$ cat config.mk
export PLATFORM = sky130hd
export DESIGN_NAME = cmp_edge_irq_ctrl
export DESIGN_NICKNAME = d
export VERILOG_FILES = /design/src/rtl/cmp_irq_pkg.sv /design/src/rtl/cmp_sync_edge.sv /design/src/rtl/cmp_mode_reg.sv /design/src/rtl/cmp_irq_flags.sv /design/src/rtl/cmp_edge_irq_ctrl.sv
export SDC_FILE = /design/constraint.sdc
export NUM_CORES = 1
export LEC_CHECK = 0
export BUFFER_PORTS_ARGS = -buffer_cell sky130_fd_sc_hd__buf_2
export CORE_ASPECT_RATIO = 1.2
export CORE_MARGIN = 4
export CORE_UTILIZATION = 46
export DETAILED_ROUTE_END_ITERATION = 6
export PLACE_DENSITY_LB_ADDON = 0.05
export SLEW_MARGIN = 20
export SYNTH_ARGS = -nofsm -noshare
export SYNTH_HDL_FRONTEND = slang
export SYNTH_SLANG_ARGS = --single-unit
$ cat constraint.sdc
create_clock -name clk -period 1.2 [get_ports clk]
set_clock_uncertainty 0.1 [all_clocks]
set_input_delay 0.12 -clock clk [delete_from_list [all_inputs] [get_ports clk]]
set_output_delay 0.12 -clock clk [all_outputs]
set_load 0.005 [all_outputs]
$ cat src/rtl/cmp_irq_pkg.sv
package cmp_irq_pkg;

  localparam logic [7:0] ADDR_MODE_BASE = 8'h9C;
  localparam logic [7:0] ADDR_FLAG      = 8'hA0;
  localparam logic [7:0] ADDR_IEN       = 8'hA1;

  localparam int BIT_EN     = 7;
  localparam int BIT_OEN    = 6;
  localparam int BIT_STATUS = 5;
  localparam int BIT_SF     = 4;
  localparam int BIT_SEL    = 3;
  localparam int BIT_GIE    = 7;

  // Mode register bits that keep a written value.
  function automatic logic [7:0] mode_wr_mask(input logic has_rs);
    logic [7:0] m;
    m = 8'hD8;
    if (has_rs) m = m | 8'h07;
    return m;
  endfunction

  // 1 when the sample pair (prev -> cur) is the edge chosen by sel.
  function automatic logic edge_hit(input logic sel, input logic prev, input logic cur);
    return sel ? (~prev & cur) : (prev & ~cur);
  endfunction

  // Request when any enabled flag is up and the global gate is open.
  function automatic logic irq_merge(input logic [7:0] flags, input logic [7:0] ien,
                                     input logic gie);
    return gie & (|(flags & ien));
  endfunction

endpackage

$ cat src/rtl/cmp_sync_edge.sv
module cmp_sync_edge #(
  parameter int STAGES = 2
) (
  input  logic clk,
  input  logic rst_n,
  input  logic raw,
  input  logic enable,
  input  logic edge_sel,
  output logic sync_o,
  output logic edge_o
);
  import cmp_irq_pkg::*;

  logic [STAGES-1:0] chain_q;
  logic              prev_q;

  always_ff @(posedge clk or negedge rst_n) begin
    if (!rst_n) begin
      chain_q <= '0;
      prev_q  <= 1'b0;
    end else begin
      chain_q <= {chain_q[STAGES-2:0], raw};
      // prev follows the synchronized level in every cycle, so a channel
      // that is switched on sees no stale difference
      prev_q  <= chain_q[STAGES-1];
    end
  end

  assign sync_o = chain_q[STAGES-1];
  assign edge_o = enable & edge_hit(edge_sel, prev_q, sync_o);

endmodule

$ cat src/rtl/cmp_mode_reg.sv
module cmp_mode_reg #(
  parameter bit HAS_RS = 1'b1,
  parameter int RS_W   = 3
) (
  input  logic            clk,
  input  logic            rst_n,
  input  logic            wr,
  input  logic [7:0]      wdata,
  input  logic            status,
  output logic            en_o,
  output logic            oen_o,
  output logic            sf_o,
  output logic            sel_o,
  output logic [RS_W-1:0] rs_o,
  output logic [7:0]      rdata
);
  import cmp_irq_pkg::*;

  localparam logic [7:0] WMASK = mode_wr_mask(HAS_RS);

  logic [7:0] mode_q;

  always_ff @(posedge clk or negedge rst_n) begin
    if (!rst_n)  mode_q <= '0;
    else if (wr) mode_q <= wdata & WMASK;
  end

  assign en_o  = mode_q[BIT_EN];
  assign oen_o = mode_q[BIT_OEN];
  assign sf_o  = mode_q[BIT_SF];
  assign sel_o = mode_q[BIT_SEL];
  assign rs_o  = mode_q[RS_W-1:0];

  always_comb begin
    rdata             = mode_q;
    rdata[BIT_STATUS] = status;
  end

endmodule

$ cat src/rtl/cmp_irq_flags.sv
module cmp_irq_flags #(
  parameter int         NCH = 3,
  parameter logic [7:0] VEC = 8'd8
) (
  input  logic           clk,
  input  logic           rst_n,
  input  logic [NCH-1:0] edge_evt,
  input  logic           flag_wr,
  input  logic           ien_wr,
  input  logic [7:0]     wdata,
  output logic [7:0]     flag_q,
  output logic [7:0]     ien_q,
  output logic           gie,
  output logic           irq_req,
  output logic [7:0]     irq_vec
);
  import cmp_irq_pkg::*;

  localparam logic [7:0] FMASK = 8'((1 << NCH) - 1);
  localparam logic [7:0] EMASK = FMASK | 8'h80;

  logic [7:0] flag_d;

  always_comb begin
    flag_d = flag_wr ? wdata : flag_q;
    // an edge wins over a software clear in the same cycle
    flag_d = (flag_d | 8'(edge_evt)) & FMASK;
  end

  always_ff @(posedge clk or negedge rst_n) begin
    if (!rst_n) begin
      flag_q <= '0;
      ien_q  <= '0;
    end else begin
      flag_q <= flag_d;
      if (ien_wr) ien_q <= wdata & EMASK;
    end
  end

  assign gie     = ien_q[BIT_GIE];
  assign irq_req = irq_merge(flag_q & FMASK, ien_q & FMASK, gie);
  assign irq_vec = irq_req ? VEC : 8'd0;

endmodule

$ cat src/rtl/cmp_edge_irq_ctrl.sv
module cmp_edge_irq_ctrl #(
  parameter int         NCH    = 3,
  parameter int         RS_W   = 3,
  parameter int         STAGES = 2,
  parameter logic [7:0] VEC    = 8'd8
) (
  input  logic                clk,
  input  logic                rst_n,
  input  logic [NCH-1:0]      cmp_raw,
  input  logic [7:0]          bus_addr,
  input  logic                bus_wr,
  input  logic [7:0]          bus_wdata,
  output logic [7:0]          bus_rdata,
  output logic [NCH-1:0]      cmp_en,
  output logic [NCH-1:0]      cmp_oen,
  output logic [NCH-1:0]      cmp_sf,
  output logic [NCH*RS_W-1:0] ref_sel,
  output logic                irq_req,
  output logic [7:0]          irq_vec
);
  import cmp_irq_pkg::*;

  // Named internal events, brought out for the checker
  logic [NCH-1:0] sync_out;
  logic [NCH-1:0] edge_evt;
  logic [NCH-1:0] mode_en;
  logic [NCH-1:0] edge_sel;
  logic [NCH-1:0] mode_hit;
  logic           flag_wr;
  logic           ien_wr;
  logic           glob_en;
  logic [7:0]     flag_q;
  logic [7:0]     ien_q;
  logic [7:0]     mode_rd [NCH];

  assign flag_wr = bus_wr && (bus_addr == ADDR_FLAG);
  assign ien_wr  = bus_wr && (bus_addr == ADDR_IEN);

  for (genvar i = 0; i < NCH; i++) begin : g_ch
    logic [RS_W-1:0] rs;

    assign mode_hit[i] = (bus_addr == ADDR_MODE_BASE + 8'(i));

    cmp_sync_edge #(.STAGES(STAGES)) u_sync (
      .clk     (clk),
      .rst_n   (rst_n),
      .raw     (cmp_raw[i]),
      .enable  (mode_en[i]),
      .edge_sel(edge_sel[i]),
      .sync_o  (sync_out[i]),
      .edge_o  (edge_evt[i])
    );

    cmp_mode_reg #(.HAS_RS(i != 0), .RS_W(RS_W)) u_mode (
      .clk   (clk),
      .rst_n (rst_n),
      .wr    (bus_wr && mode_hit[i]),
      .wdata (bus_wdata),
      .status(sync_out[i]),
      .en_o  (mode_en[i]),
      .oen_o (cmp_oen[i]),
      .sf_o  (cmp_sf[i]),
      .sel_o (edge_sel[i]),
      .rs_o  (rs),
      .rdata (mode_rd[i])
    );

    assign ref_sel[i*RS_W +: RS_W] = rs;
  end

  assign cmp_en = mode_en;

  cmp_irq_flags #(.NCH(NCH), .VEC(VEC)) u_flags (
    .clk     (clk),
    .rst_n   (rst_n),
    .edge_evt(edge_evt),
    .flag_wr (flag_wr),
    .ien_wr  (ien_wr),
    .wdata   (bus_wdata),
    .flag_q  (flag_q),
    .ien_q   (ien_q),
    .gie     (glob_en),
    .irq_req (irq_req),
    .irq_vec (irq_vec)
  );

  always_comb begin
    bus_rdata = 8'h00;
    for (int i = 0; i < NCH; i++) begin
      if (mode_hit[i]) bus_rdata = mode_rd[i];
    end
    if (bus_addr == ADDR_FLAG) bus_rdata = flag_q;
    if (bus_addr == ADDR_IEN)  bus_rdata = ien_q;
  end

endmodule

==> summary.txt <==
Status -> finished, violations left
Failing checks -> setup timing
Crit. End Element -> primary output
DRC viols -> 0
Hold Startpoint -> bus_wdata[7]
Seq cells post-synth -> 34
First-pass GRT wire length -> 7.72 mm
Vias in the first global route -> 1522
Max Cap Viol -> 0
Fmax -> 634 MHz
DR pass1 iterations -> 4
Layout cells sized above 1 -> 61.9%
Clock Sinks -> 34
CP Class -> register to primary output
Worst vdd ir -> 953 uV
GRT Total Usage -> 20.1%
Final cell utilization of the core -> 75.5%
RSZ-0062 raised after global routing -> yes
R2R setup slack -> -0.05 ns
Crit-path max FO -> 2
DIE AREA -> 0.00505 mm^2
CP arrival -> 1.36 ns
Longest Clk Path Bufs -> 2
Setup violators final -> 24
Nets -> 268
Die W -> 65.5 um
Minimum clock period -> 1.58 ns
Synth Instances -> 155
Hold WC Path Type -> input port to register
Number of flops mapped to enable cells by yosys -> 0
Required @ worst endpoint -> 0.98 ns
Sequential cell area -> 852 um^2
Synth warnings -> 0
Slowest-stage cell, CP -> dfrtp_1
Largest net degree at the start of global routing -> 35
Sequential-to-total area share from yosys stat -> 46.6%
Tcrit/Tclk final -> 131%
Grt ovf -> 0
Area share of the largest cell type after synthesis -> 46.6%
Rows -> 24
Core outline area -> 0.00372 mm^2
Placed Area -> 0.00234 mm^2
H-tree depth -> 2
Placed cell count -> 271
Clock Tree Root -> clkbuf_8
Area delta synth->final -> 53.9%
CP top delay family -> flip-flops
Starting DRT DRC Count -> 69
Hold endpoint -> g_ch[2].u_mode.mode_q[7]
Placer's final routability congestion estimate -> 0.890
Netlist cell types -> 35
Wire per inst -> 16.7 um
Post-DRT Antenna Nets -> 0
Starting Density -> 49.1%
Setup TNS Final -> -3.12 ns
Critical-path cell list -> mux2_2 > a22oi_2 > o22ai_2 > buf_2
Clock-pin slew on the worst setup and hold paths -> 0.07 ns
Crit path buffers/inverters -> 1
Hold Fails Final Rpt -> 0
Reg2Reg Depth -> 5
Worst skew pair latency -> 0.28 ns
Post-route worst setup slack -> -0.377 ns
Hpwl dp -> 3.51 mm
IO Pins -> 57
Post-synth top area cell -> dfrtp_1
Multi-input gate area -> 0.00102 mm^2
Post-route cell area -> 0.00281 mm^2
CTS tree -> done
Asr flop ratio synth -> 100%
Layout Cells excl Fill -> 299
WHS Path Cells -> 2
Post-Synthesis Cell Area -> 0.00183 mm^2
FF-to-FF End -> u_flags.flag_q[1]
Antenna fix cells -> 0
Final Max Slew Viols -> 0
Port Buffer Count -> 45
Crit start category -> register
Final-layout fill cell count -> 264
Synthesized area per cell -> 11.8 um^2
Initial antenna violation count -> 0
Die H -> 77.0 um
Power per Cell Area -> 919 mW/mm^2
R2R Path Start -> g_ch[1].u_mode.mode_q[3]
Vias per cell -> 5.06
Top FF cell, synth -> dfrtp_1
Via count -> 1514
Crit path largest cell delay -> 0.38 ns
Num CTS Buffers -> 5
Top post-synthesis cells by area -> dfrtp_1 47%, mux2_2 14%, buf_4 8.2%
Routed WL -> 5.00 mm
Lkg Pwr -> 0.00137 uW
layer usage:
metal  global-route usage (%)  wire length, um  share of wire [%]  vias up
li1                         -                -                  -      721
met1                     25.3             2140                 43      746
met2                     33.7             2610                 52       43
met3                     4.82              216                4.3        4
met4                     6.02               28               0.56        0
met5                        0                0                  0        -
final cells by class:
cell class                      count  area share, %
Inverter                            2          0.267
Sequential cell                    34           30.3
Clock buffer                        7           3.07
Clock inverter                      1          0.178
Tap cell                           52           2.31
Multi-Input combinational cell    103           36.2
Timing Repair Buffer              100           27.6
sequential cells by signal, summed over array words and instances, names as in the netlist:
signal,cells
g_ch.u_mode.mode_q,18
g_ch.u_sync.chain_q,6
g_ch.u_sync.prev_q,3
u_flags.flag_q,3
u_flags.ien_q,4
cells in the mapped netlist, drive strengths merged, types with 4 or more instances:
cell type   n
nor2        9
dfrtp      34
nor3        4
nand2       5
buf        23
nand3       4
mux2       27
nand3b      6
through the flow:
stage	hold WS [ns]	power, uW	setup WS, ns
6_report	0.0364	2580	-0.377
5_1_grt	0.0294	2700	-0.431
4_1_cts	0.0307	2550	-0.326
3_5_place_dp	-0.00695	1630	-0.366
3_3_place_gp	-0.00993	1620	-0.344
2_1_floorplan	-0.276	1470	-0.312
cell usage in the layout (no fill, tap or decap), drive strengths merged:
master,synthesis,final
o22a,3,3
nand4b,1,1
a211oi,3,3
mux2,27,27
or3,2,2
dfrtp,34,34
and4b,3,3
nor2,9,9
clkinv,0,1
inv,2,2
nand4bb,1,1
clkbuf,2,7
or2,1,1
o22ai,1,1
o31ai,3,3
nor2b,2,2
nand3,4,4
and4bb,1,1
a22oi,3,3
conb,1,10
nand3b,6,6
nor3,4,4
nor4,3,3
a31oi,3,3
a21oi,2,2
buf,23,93
dlygate4sd3,0,7
nand2,5,5
a222oi,1,1
nand4,3,3
nand2b,2,2
worst register-to-register path: stages, from the launching register on:
cell	delay [ns]
dfrtp_1	0.40
buf_6	0.13
buf_6	0.10
and4b_1	0.16
a31oi_1	0.15
nand3_1	0.09
kinds of logic after synthesis:
kind of cell    count (synthesis)  share of synthesized area (%)
buf+inv                        27                           10.1
flops                          34                           46.6
simple gates                   47                           18.0
compound gates                 19                           7.60
mux                            27                           17.5
other cells                     1                          0.205
where the power goes:
part	internal [uW]	switching [uW]
logic	269	201
registers	1210	41.5
clock network	463	405
total	1940	648
worst max-delay path by stage:
| stage | from | to | slack (ns) | cells past startpoint |
|---|---|---|---|---|
| global route | g_ch[1].u_mode.mode_q[7] | bus_rdata[7] | -0.43 | 4 |
| global placement | bus_addr[2] | u_flags.ien_q[7] | -0.34 | 4 |
| finish | g_ch[1].u_mode.mode_q[7] | bus_rdata[7] | -0.38 | 4 |
| CTS | g_ch[0].u_mode.mode_q[7] | bus_rdata[7] | -0.33 | 4 |
| detailed placement | bus_addr[2] | u_flags.ien_q[2] | -0.37 | 4 |
| floorplan | bus_addr[2] | u_flags.ien_q[0] | -0.31 | 4 |
timing repair:
| item | CTS | global route |
|---|---|---|
| gates resized for setup | 21 | 28 |
| endpoints found under the setup margin | 25 | 30 |
| hold buffers | 7 | 0 |
| endpoints found under the hold margin | 42 | 0 |
| gates cloned | 0 | 0 |
| setup buffers | 6 | 10 |
| pin swaps | 12 | 13 |
Note: power is estimated with default switching activity, not from simulation.
